<file path="src/rtl/rs485_dir_pkg.sv">
package rs485_dir_pkg;

   typedef enum logic [1:0] {
      DIR_IDLE = 2'd0,
      DIR_SEND = 2'd1,
      DIR_HOLD = 2'd2
   } dir_state_e;

   localparam int unsigned DEF_CFG_W     = 16;
   localparam int unsigned DEF_DLY_W     = 4;
   localparam int unsigned DEF_DLY_LSB   = 8;
   localparam int unsigned DEF_EN_BIT    = 0;
   localparam int unsigned DEF_ROUTE_BIT = 1;
   localparam int unsigned DEF_POL_BIT   = 2;

endpackage

</file>
<file path="src/rtl/rs485_cfg_shadow.sv">
module rs485_cfg_shadow #(
   parameter int unsigned      CFG_W   = 16,
   parameter logic [CFG_W-1:0] RST_CFG = '0
) (
   input  logic             clk,
   input  logic             rst_n,
   input  logic             wr,
   input  logic [CFG_W-1:0] wdata,
   input  logic             tx_busy,
   output logic [CFG_W-1:0] cfg_q
);

   logic             pend_q;
   logic [CFG_W-1:0] pend_data_q;

   initial assert (CFG_W >= 1) else $error("CFG_W must be at least 1");

   always_ff @(posedge clk or negedge rst_n) begin
      if (!rst_n) begin
         cfg_q       <= RST_CFG;
         pend_q      <= 1'b0;
         pend_data_q <= '0;
      end else if (wr && tx_busy) begin
         pend_q      <= 1'b1;
         pend_data_q <= wdata;
      end else if (wr) begin
         cfg_q  <= wdata;
         pend_q <= 1'b0;
      end else if (pend_q && !tx_busy) begin
         cfg_q  <= pend_data_q;
         pend_q <= 1'b0;
      end
   end

   // settings never change across an edge that sees the transmitter busy
   a_r10_frozen_while_busy: assert property (@(posedge clk) disable iff (!rst_n)
      tx_busy |=> $stable(cfg_q));

endmodule

</file>
<file path="src/rtl/rs485_release_timer.sv">
module rs485_release_timer
   import rs485_dir_pkg::*;
#(
   parameter int unsigned DLY_W = 4
) (
   input  logic             clk,
   input  logic             rst_n,
   input  logic             auto_en,
   input  logic [DLY_W-1:0] dly,
   input  logic             bit_tick,
   input  logic             tx_busy,
   input  logic             tx_fifo_empty,
   output logic             dir_active,
   output logic             hold_active
);

   localparam logic [DLY_W-1:0] ONE = DLY_W'(1);

   dir_state_e       state_q, state_d;
   logic [DLY_W-1:0] cnt_q, cnt_d;
   logic             drained;

   initial assert (DLY_W >= 1 && DLY_W <= 16) else $error("DLY_W out of range");

   assign drained = !tx_busy && tx_fifo_empty;

   always_comb begin
      state_d = state_q;
      cnt_d   = cnt_q;
      if (!auto_en) begin
         state_d = DIR_IDLE;
         cnt_d   = '0;
      end else begin
         unique case (state_q)
            DIR_IDLE: if (tx_busy) state_d = DIR_SEND;
            DIR_SEND: begin
               if (drained) begin
                  if (dly == '0) begin
                     state_d = DIR_IDLE;
                  end else begin
                     state_d = DIR_HOLD;
                     cnt_d   = dly;
                  end
               end
            end
            DIR_HOLD: begin
               if (!drained) begin
                  state_d = DIR_SEND;
                  cnt_d   = '0;
               end else if (bit_tick) begin
                  cnt_d = cnt_q - ONE;
                  if (cnt_q == ONE) state_d = DIR_IDLE;
               end
            end
            default: begin
               state_d = DIR_IDLE;
               cnt_d   = '0;
            end
         endcase
      end
   end

   always_ff @(posedge clk or negedge rst_n) begin
      if (!rst_n) begin
         state_q <= DIR_IDLE;
         cnt_q   <= '0;
      end else begin
         state_q <= state_d;
         cnt_q   <= cnt_d;
      end
   end

   assign dir_active  = tx_busy || (state_q != DIR_IDLE);
   assign hold_active = (state_q == DIR_HOLD);

   // a busy transmitter always cancels the countdown at the next edge
   a_r9_busy_cancels: assert property (@(posedge clk) disable iff (!rst_n)
      tx_busy |=> !hold_active);

   // without a tick the countdown cannot finish
   a_r6_no_tick_no_release: assert property (@(posedge clk) disable iff (!rst_n)
      (hold_active && auto_en && drained && !bit_tick) |=> hold_active);

   // a zero delay never starts a countdown
   a_r7_zero_never_holds: assert property (@(posedge clk) disable iff (!rst_n)
      (dly == '0 && !hold_active) |=> !hold_active);

   // ticks outside a countdown do not start one
   a_r11_idle_tick_inert: assert property (@(posedge clk) disable iff (!rst_n)
      (!dir_active && bit_tick) |=> !hold_active);

endmodule

</file>
<file path="src/rtl/rs485_pin_mux.sv">
module rs485_pin_mux #(
   parameter logic RST_LVL = 1'b0
) (
   input  logic rst_n,
   input  logic auto_route,
   input  logic pol_inv,
   input  logic dir_active,
   input  logic modem_rts,
   output logic rts_pin
);

   always_comb begin
      if (!rst_n)          rts_pin = RST_LVL;
      else if (auto_route) rts_pin = dir_active ^ pol_inv;
      else                 rts_pin = modem_rts;
   end

endmodule

</file>
<file path="src/rtl/rs485_dir_ctrl.sv">
module rs485_dir_ctrl
   import rs485_dir_pkg::*;
#(
   parameter int unsigned      CFG_W     = DEF_CFG_W,
   parameter int unsigned      DLY_W     = DEF_DLY_W,
   parameter int unsigned      DLY_LSB   = DEF_DLY_LSB,
   parameter int unsigned      EN_BIT    = DEF_EN_BIT,
   parameter int unsigned      ROUTE_BIT = DEF_ROUTE_BIT,
   parameter int unsigned      POL_BIT   = DEF_POL_BIT,
   parameter logic [CFG_W-1:0] RST_CFG   = '0
) (
   input  logic             clk,
   input  logic             rst_n,
   input  logic             cfg_wr,
   input  logic [CFG_W-1:0] cfg_wdata,
   input  logic             bit_tick,
   input  logic             tx_busy,
   input  logic             tx_fifo_empty,
   input  logic             modem_rts,
   output logic             rts_pin,
   output logic             dly_active
);

   localparam int unsigned DLY_MSB = DLY_LSB + DLY_W - 1;
   localparam logic        RST_LVL = RST_CFG[POL_BIT];

   initial begin
      assert (DLY_MSB < CFG_W) else $error("delay field outside settings word");
      assert (EN_BIT < CFG_W && ROUTE_BIT < CFG_W && POL_BIT < CFG_W)
         else $error("control bit outside settings word");
   end

   logic [CFG_W-1:0] cfg_q;
   logic             auto_en, auto_route, pol_inv, dir_active;
   logic [DLY_W-1:0] dly;

   rs485_cfg_shadow #(.CFG_W(CFG_W), .RST_CFG(RST_CFG)) u_cfg (
      .clk(clk), .rst_n(rst_n), .wr(cfg_wr), .wdata(cfg_wdata),
      .tx_busy(tx_busy), .cfg_q(cfg_q)
   );

   assign auto_en    = cfg_q[EN_BIT];
   assign auto_route = cfg_q[EN_BIT] && cfg_q[ROUTE_BIT];
   assign pol_inv    = cfg_q[POL_BIT];
   assign dly        = cfg_q[DLY_MSB:DLY_LSB];

   rs485_release_timer #(.DLY_W(DLY_W)) u_timer (
      .clk(clk), .rst_n(rst_n), .auto_en(auto_en), .dly(dly),
      .bit_tick(bit_tick), .tx_busy(tx_busy), .tx_fifo_empty(tx_fifo_empty),
      .dir_active(dir_active), .hold_active(dly_active)
   );

   rs485_pin_mux #(.RST_LVL(RST_LVL)) u_mux (
      .rst_n(rst_n), .auto_route(auto_route), .pol_inv(pol_inv),
      .dir_active(dir_active), .modem_rts(modem_rts), .rts_pin(rts_pin)
   );

   // the pin holds its active level for the whole countdown
   a_r6_pin_held: assert property (@(posedge clk) disable iff (!rst_n)
      (auto_route && dly_active) |-> (rts_pin == !pol_inv));

   // the pin is active whenever the transmitter is busy
   a_r4_active_on_busy: assert property (@(posedge clk) disable iff (!rst_n)
      (auto_route && tx_busy) |-> (rts_pin == !pol_inv));

endmodule

</file>
<file path="config.mk">
export PLATFORM = sky130hd
export DESIGN_NAME = rs485_dir_ctrl
export DESIGN_NICKNAME = d
export VERILOG_FILES = /design/src/rtl/rs485_dir_pkg.sv /design/src/rtl/rs485_cfg_shadow.sv /design/src/rtl/rs485_release_timer.sv /design/src/rtl/rs485_pin_mux.sv /design/src/rtl/rs485_dir_ctrl.sv
export SDC_FILE = /design/constraint.sdc
export NUM_CORES = 1
export LEC_CHECK = 0
export BUFFER_PORTS_ARGS = -buffer_cell sky130_fd_sc_hd__buf_2
export CORE_UTILIZATION = 53
export CTS_CLUSTER_DIAMETER = 200
export DETAILED_ROUTE_END_ITERATION = 6
export GPL_TIMING_DRIVEN = 1
export PLACE_DENSITY = 0.77
export SETUP_SLACK_MARGIN = 0.1
export SYNTH_ARGS = -nofsm -noshare
export SYNTH_HDL_FRONTEND = slang
export SYNTH_SLANG_ARGS = --single-unit
</file>
<file path="constraint.sdc">
create_clock -name clk -period 2.1 [get_ports clk]
set_input_delay 0.42 -clock clk [delete_from_list [all_inputs] [get_ports clk]]
set_output_delay 0.42 -clock clk [all_outputs]
set_load 0.01 [all_outputs]
</file>
-- Word-level counts from Yosys, hierarchy flattened
Index checks and enable logic that the tools add are counted.
- flip-flop bits (word level): 31
- input bits: 23
- output and inout port bits: 2
- logic and storage cells: 52
- $add $sub $neg: 1
- equality and inequality tests: 9
- muxes and demuxes: 21
- bitwise operators: 2
- reduce and logical (&&, ||, !) cells: 14
- operator list (operator ; count):
    two-way mux 12 bit ; 2
    two-way mux 4 bit ; 5
    two-way mux 2 bit ; 7
    case mux 4 bit (3 select lines) ; 1
    inequality test 4 bit (second input constant) ; 2
    AND reduction 4 bit ; 2
    inequality test 3 bit (second input constant) ; 2
    case mux 2 bit (3 select lines) ; 1
    two-way mux 1 bit ; 5
    == test 4 x 1 -> 1 bit (second input constant) ; 1
    logical AND 1 bit ; 4
    zero test 4 bit ; 1
    nonzero test 2 bit ; 2
    subtractor 4 x 1 -> 4 bit (second input constant) ; 1
    inequality test 3 x 2 -> 1 bit (second input constant) ; 1
    nonzero test 3 bit ; 1
    == test 2 x 1 -> 1 bit (second input constant) ; 1
    == test 2 bit (second input constant) ; 1
    zero test 2 bit ; 1
    inequality test 2 bit (second input constant) ; 1
    AND reduction 2 bit ; 1
    zero test 1 bit ; 1
    logical OR 1 bit ; 1
    NOT 1 bit ; 1
    XOR 1 bit ; 1

-- Logic depth before layout (Yosys ltp)
- depth after elaboration: 6
- mapped depth: 6
- mapped depth without buffers: 6

-- By module
From an unflattened synthesis, not the netlist that was laid out.
- cell total of the unflattened synthesis: 172
- area total of the unflattened synthesis: 1958.1 um2
- by module, submodules not included (module ; times used ; cells an instance ; area each (um2)):
    rs485_cfg_shadow ; 1 ; 113 ; 1410.1
    rs485_release_timer ; 1 ; 55 ; 523.0
    rs485_pin_mux ; 1 ; 3 ; 18.8
    rs485_dir_ctrl ; 1 ; 1 ; 6.3

-- Worst setup path before layout
OpenSTA, ideal clock, no wires.
- path type: register to register
- start point: register u_timer.state_q[0]
- end point: register u_timer.cnt_q[2]
- data arrival time: 1547 ps
- data required time: 1974 ps
- setup slack: 427 ps
- cell stages (with the launch flop): 7
- clock period less this slack: 1673 ps
- path through: dfrtp_1 -> inv_1 -> ha_1 -> and4bb_4 -> a21oi_4 -> a31oi_1 -> a221o_1
- word-level cells in the longest chain between the ends: 3
- elaborated cells on any way between the ends: 10
- ends and longest elaborated chain (item ; line ; source):
    from (decl) ; rs485_release_timer.sv:19 ; dir_state_e state_q, state_d;
    from (signal assigned) ; rs485_release_timer.sv:68 ; state_q <= state_d;
    == test 2 bit * ; -- ;
    named net dly_active ; rs485_dir_ctrl.sv:21 ; output logic dly_active
    inequality test 4 bit (no source line) or case mux 4 bit (3 select lines) (tied branches) ; -- ;
    AND reduction 4 bit (no source line) or two-way mux 4 bit (tied branches) ; -- ;
    to (signal assigned) ; rs485_release_timer.sv:69 ; cnt_q <= cnt_d;
    to (decl) ; rs485_release_timer.sv:20 ; logic [DLY_W-1:0] cnt_q, cnt_d;
Mark *: on every way through the listed nets, which the timed path passes. The rest lies on a longest branch.
A chain may end at the register's enable or synchronous reset.

-- Worst setup path after layout
- start point: register u_timer.state_q[0]
- end point: output port rts_pin
- word-level cells in the longest chain between the ends: 5
- ends and longest elaborated chain (item ; line ; source):
    nonzero test 2 bit ; rs485_release_timer.sv:73 ; assign dir_active = tx_busy || (state_q != DIR_IDLE);
    logical OR 1 bit ; rs485_release_timer.sv:73 ;
    XOR 1 bit ; rs485_pin_mux.sv:14 ; else if (auto_route) rts_pin = dir_active ^ pol_inv;
    two-way mux 1 bit ; rs485_pin_mux.sv:14 ;
    two-way mux 1 bit ; rs485_pin_mux.sv:13 ; if (!rst_n) rts_pin = RST_LVL;
    to (decl) ; rs485_dir_ctrl.sv:20 ; output logic rts_pin,
No other way between the ends.

==> out/results.ini <==
[setup_path]
cp-start-kind = flop
crit_path_end_kind = primary output
worstPathRequired_ps = 1680
crit_fanout = 2
worstPathArrival_ps = 1580
crit_type = reg2out

[die]
pin_count = 25
rows = 17
core_um2 = 2190
die_area_um2 = 2520
dieWidth_um = 50.2
die_y_um = 50.2
initial_core_util_pct = 56.1

[drt]
vias_per_cell = 5.82
first_pass_iters = 4
ant_nets = 0
vias = 966
routedWlPerCell_um = 14.8
drtIter0Drc = 22
drc = 0
drt_wl_total_um = 2450

[place]
globalplace.congestion = 0.835
hpwl_um = 1780
portBuffers = 15
post-place-ws_ps = 312

[synthesis]
syn_nets = 145
yosysUniqueCellTypes = 34
yosysSeqAreaShare_pct = 42.8
yosysWarnings = 0
syn_avg_cell_area_um2 = 10.6
syn_inst = 116
synth_seq_cells = 21
syn_area_um2 = 1230

[clock_network]
cts-buffers-inserted = 3
cts_tree = yes
insertion_delay_ps = 300
cts.clk_slew.worst_paths_ps = 120
cts-hold-fix-buffers = 0
cts.sinks = 21
cts_root_buffer = clkbuf_4
h-tree-depth = 1
cts_buffer_depth = 2

[timing]
max_freq_ghz = 0.500
final.setup.tns_ps = 0
timing.final.crit_period_ps = 2000
hold_slack_ps = 107
rsz0062_at_grt = true
setup-violations-final = 0
worst_pin_slew_ps = 514
maxSlewViolCount = 0
slew_headroom_pct = 65.6
fin_ws_ps = 100
fin_crit_sh_pct = 95.2
hold_viol = 0
skew_ps = 5.61

[global_routing]
antenna_found_initial = 0
grt_pass1_vias = 910
track_usage_pct = 22.2
grt_max_degree = 22
grt_overflow = 0
grt_pass1_wl_um = 4090

[power_and_ir_drop]
powerDensity_nw_per_um2 = 835
p_leak_uw = 0.000651
max-vdd-ir-drop_mv = 0.682

[flow_run]
drv_cap = 0

[cells_and_area]
layout.nets = 168
n_antenna_cell = 0
drive_above_1_share_pct = 28.3
area_growth_pct = 15.4

[status]
status = finished, final reports clean

[hold_path]
hold_class = in2async

-- report_power, final --
part | total, µW | leakage (µW) | switching (µW) | internal, µW
Combinational | 463 | 0.000375 | 224 | 239
Sequential | 526 | 0.000261 | 60.0 | 466
Clock | 195 | 0.0000150 | 120 | 74.1
Total | 1180 | 0.000651 | 404 | 779
-- synth_stat cells --
master / instances / area (µm²)
o21a_1: 1 / 7.51
nor3b_1: 3 / 22.5
ha_1: 6 / 75.1
a22o_1: 2 / 17.5
mux2_1: 2 / 22.5
a22oi_1: 7 / 52.6
a221o_1: 2 / 20.0
a2bb2oi_1: 1 / 8.76
clkbuf_1: 2 / 7.51
a21o_1: 1 / 7.51
a21boi_1: 1 / 7.51
xnor2_1: 1 / 8.76
nand3_1: 1 / 5.00
nor4b_1: 1 / 8.76
dfrtp_1: 21 / 526
nor4_4: 1 / 21.3
a21oi_4: 1 / 16.3
inv_1: 7 / 26.3
nand3b_4: 1 / 20.0
a21oi_1: 7 / 35.0
nor3_1: 1 / 5.00
or3_1: 1 / 6.26
and3_1: 2 / 12.5
mux2_2: 7 / 78.8
buf_2: 1 / 5.00
and4bb_4: 1 / 16.3
nor2b_1: 9 / 56.3
and4_1: 2 / 17.5
o31ai_1: 1 / 7.51
o21ai_0: 10 / 50.1
a31oi_1: 1 / 6.26
o22a_1: 1 / 8.76
nand2b_1: 2 / 12.5
nand2_1: 8 / 30.0
-- placed cells by master (no fill, tap or decap), types with 3 or more instances in the layout --
master,Yosys,layout
dfrtp_1,21,21
nor3b_1,3,3
mux2_2,7,7
a21oi_1,7,7
clkbuf_4,0,3
ha_1,6,5
a22oi_1,7,7
o21ai_0,10,10
buf_2,1,15
nand2_1,8,8
nor2b_1,9,8
inv_1,7,5
buf_4,0,6
-- layer usage --
metal	wire, µm	GRT usage, %	part of all wire (%)
met3	63	3.94	2.6
met1	1120	28.7	46
met5	0	0	0
met4	41	11.0	1.7
met2	1220	35.8	50
-- sequential cells by signal, summed over array words and instances, names as in the netlist --
signal,cells
u_timer.state_q,2
u_cfg.pend_q,1
u_timer.cnt_q,4
u_cfg.pend_data_q,7
u_cfg.cfg_q,7
-- per-stage QoR --
| step | std cells | cell area, µm² | utilization (%) | total power, µW |
|---|---|---|---|---|
| after floorplan | 116 | 1230 | - | 798 |
| after global placement | 157 | 1330 | 60.9 | 881 |
| after detailed placement | 157 | 1330 | 60.9 | 899 |
| after CTS | 164 | 1390 | 63.6 | 1140 |
| after global routing | 166 | 1420 | 64.7 | 1270 |
| final | 166 | 1420 | 64.7 | 1180 |
-- final timing paths --
check / start / endpoint / slack [ps] / depth (start not counted)
max in group asynchronous: rst_n / u_cfg.cfg_q[11] / 1780 / 2
min reg2reg: u_cfg.pend_data_q[10] / u_cfg.pend_data_q[10] / 520 / 1
min: rst_n / u_timer.cnt_q[2] / 110 / 2
min in group clk: cfg_wdata[2] / u_cfg.cfg_q[2] / 350 / 3
max reg2reg: u_timer.state_q[0] / u_timer.cnt_q[2] / 240 / 7
max: u_timer.state_q[0] / rts_pin / 100 / 7
-- what timing repair did --
item,CTS,global route
endpoints found under the setup margin,1,1
cloned,0,0
pin swaps,2,2
resized for setup,4,2
setup buffers,3,2
-- kinds of logic after synthesis --
| kind of cell | Yosys count | synth area share, % |
|---|---|---|
| buffers and inverters | 10 | 3.16 |
| AO/OA/AOI/OAI | 36 | 20.0 |
| AND/OR/NAND/NOR | 33 | 19.0 |
| multiplexers | 9 | 8.25 |
| XOR/XNOR | 1 | 0.713 |
| adder cells (fa/ha/maj) | 6 | 6.11 |
| flip-flops | 21 | 42.8 |
-- critical path, stage by stage, from the launching register on --
cell	delay, ps
dfrtp_1	420
inv_2	90
ha_4	140
nor2b_4	140
xnor2_1	110
nand3_1	80
a21boi_1	140
buf_2	140
-- area by class of cell --
cell class / count / area (µm²)
sequential: 21 / 526
clock buffer: 4 / 26.3
multi-input combinational: 85 / 684
fill: 186 / 773
tap: 28 / 35.0
timing repair buffer: 21 / 120
inverter: 7 / 26.3
No activity file was read; power rests on OpenSTA's default activity.
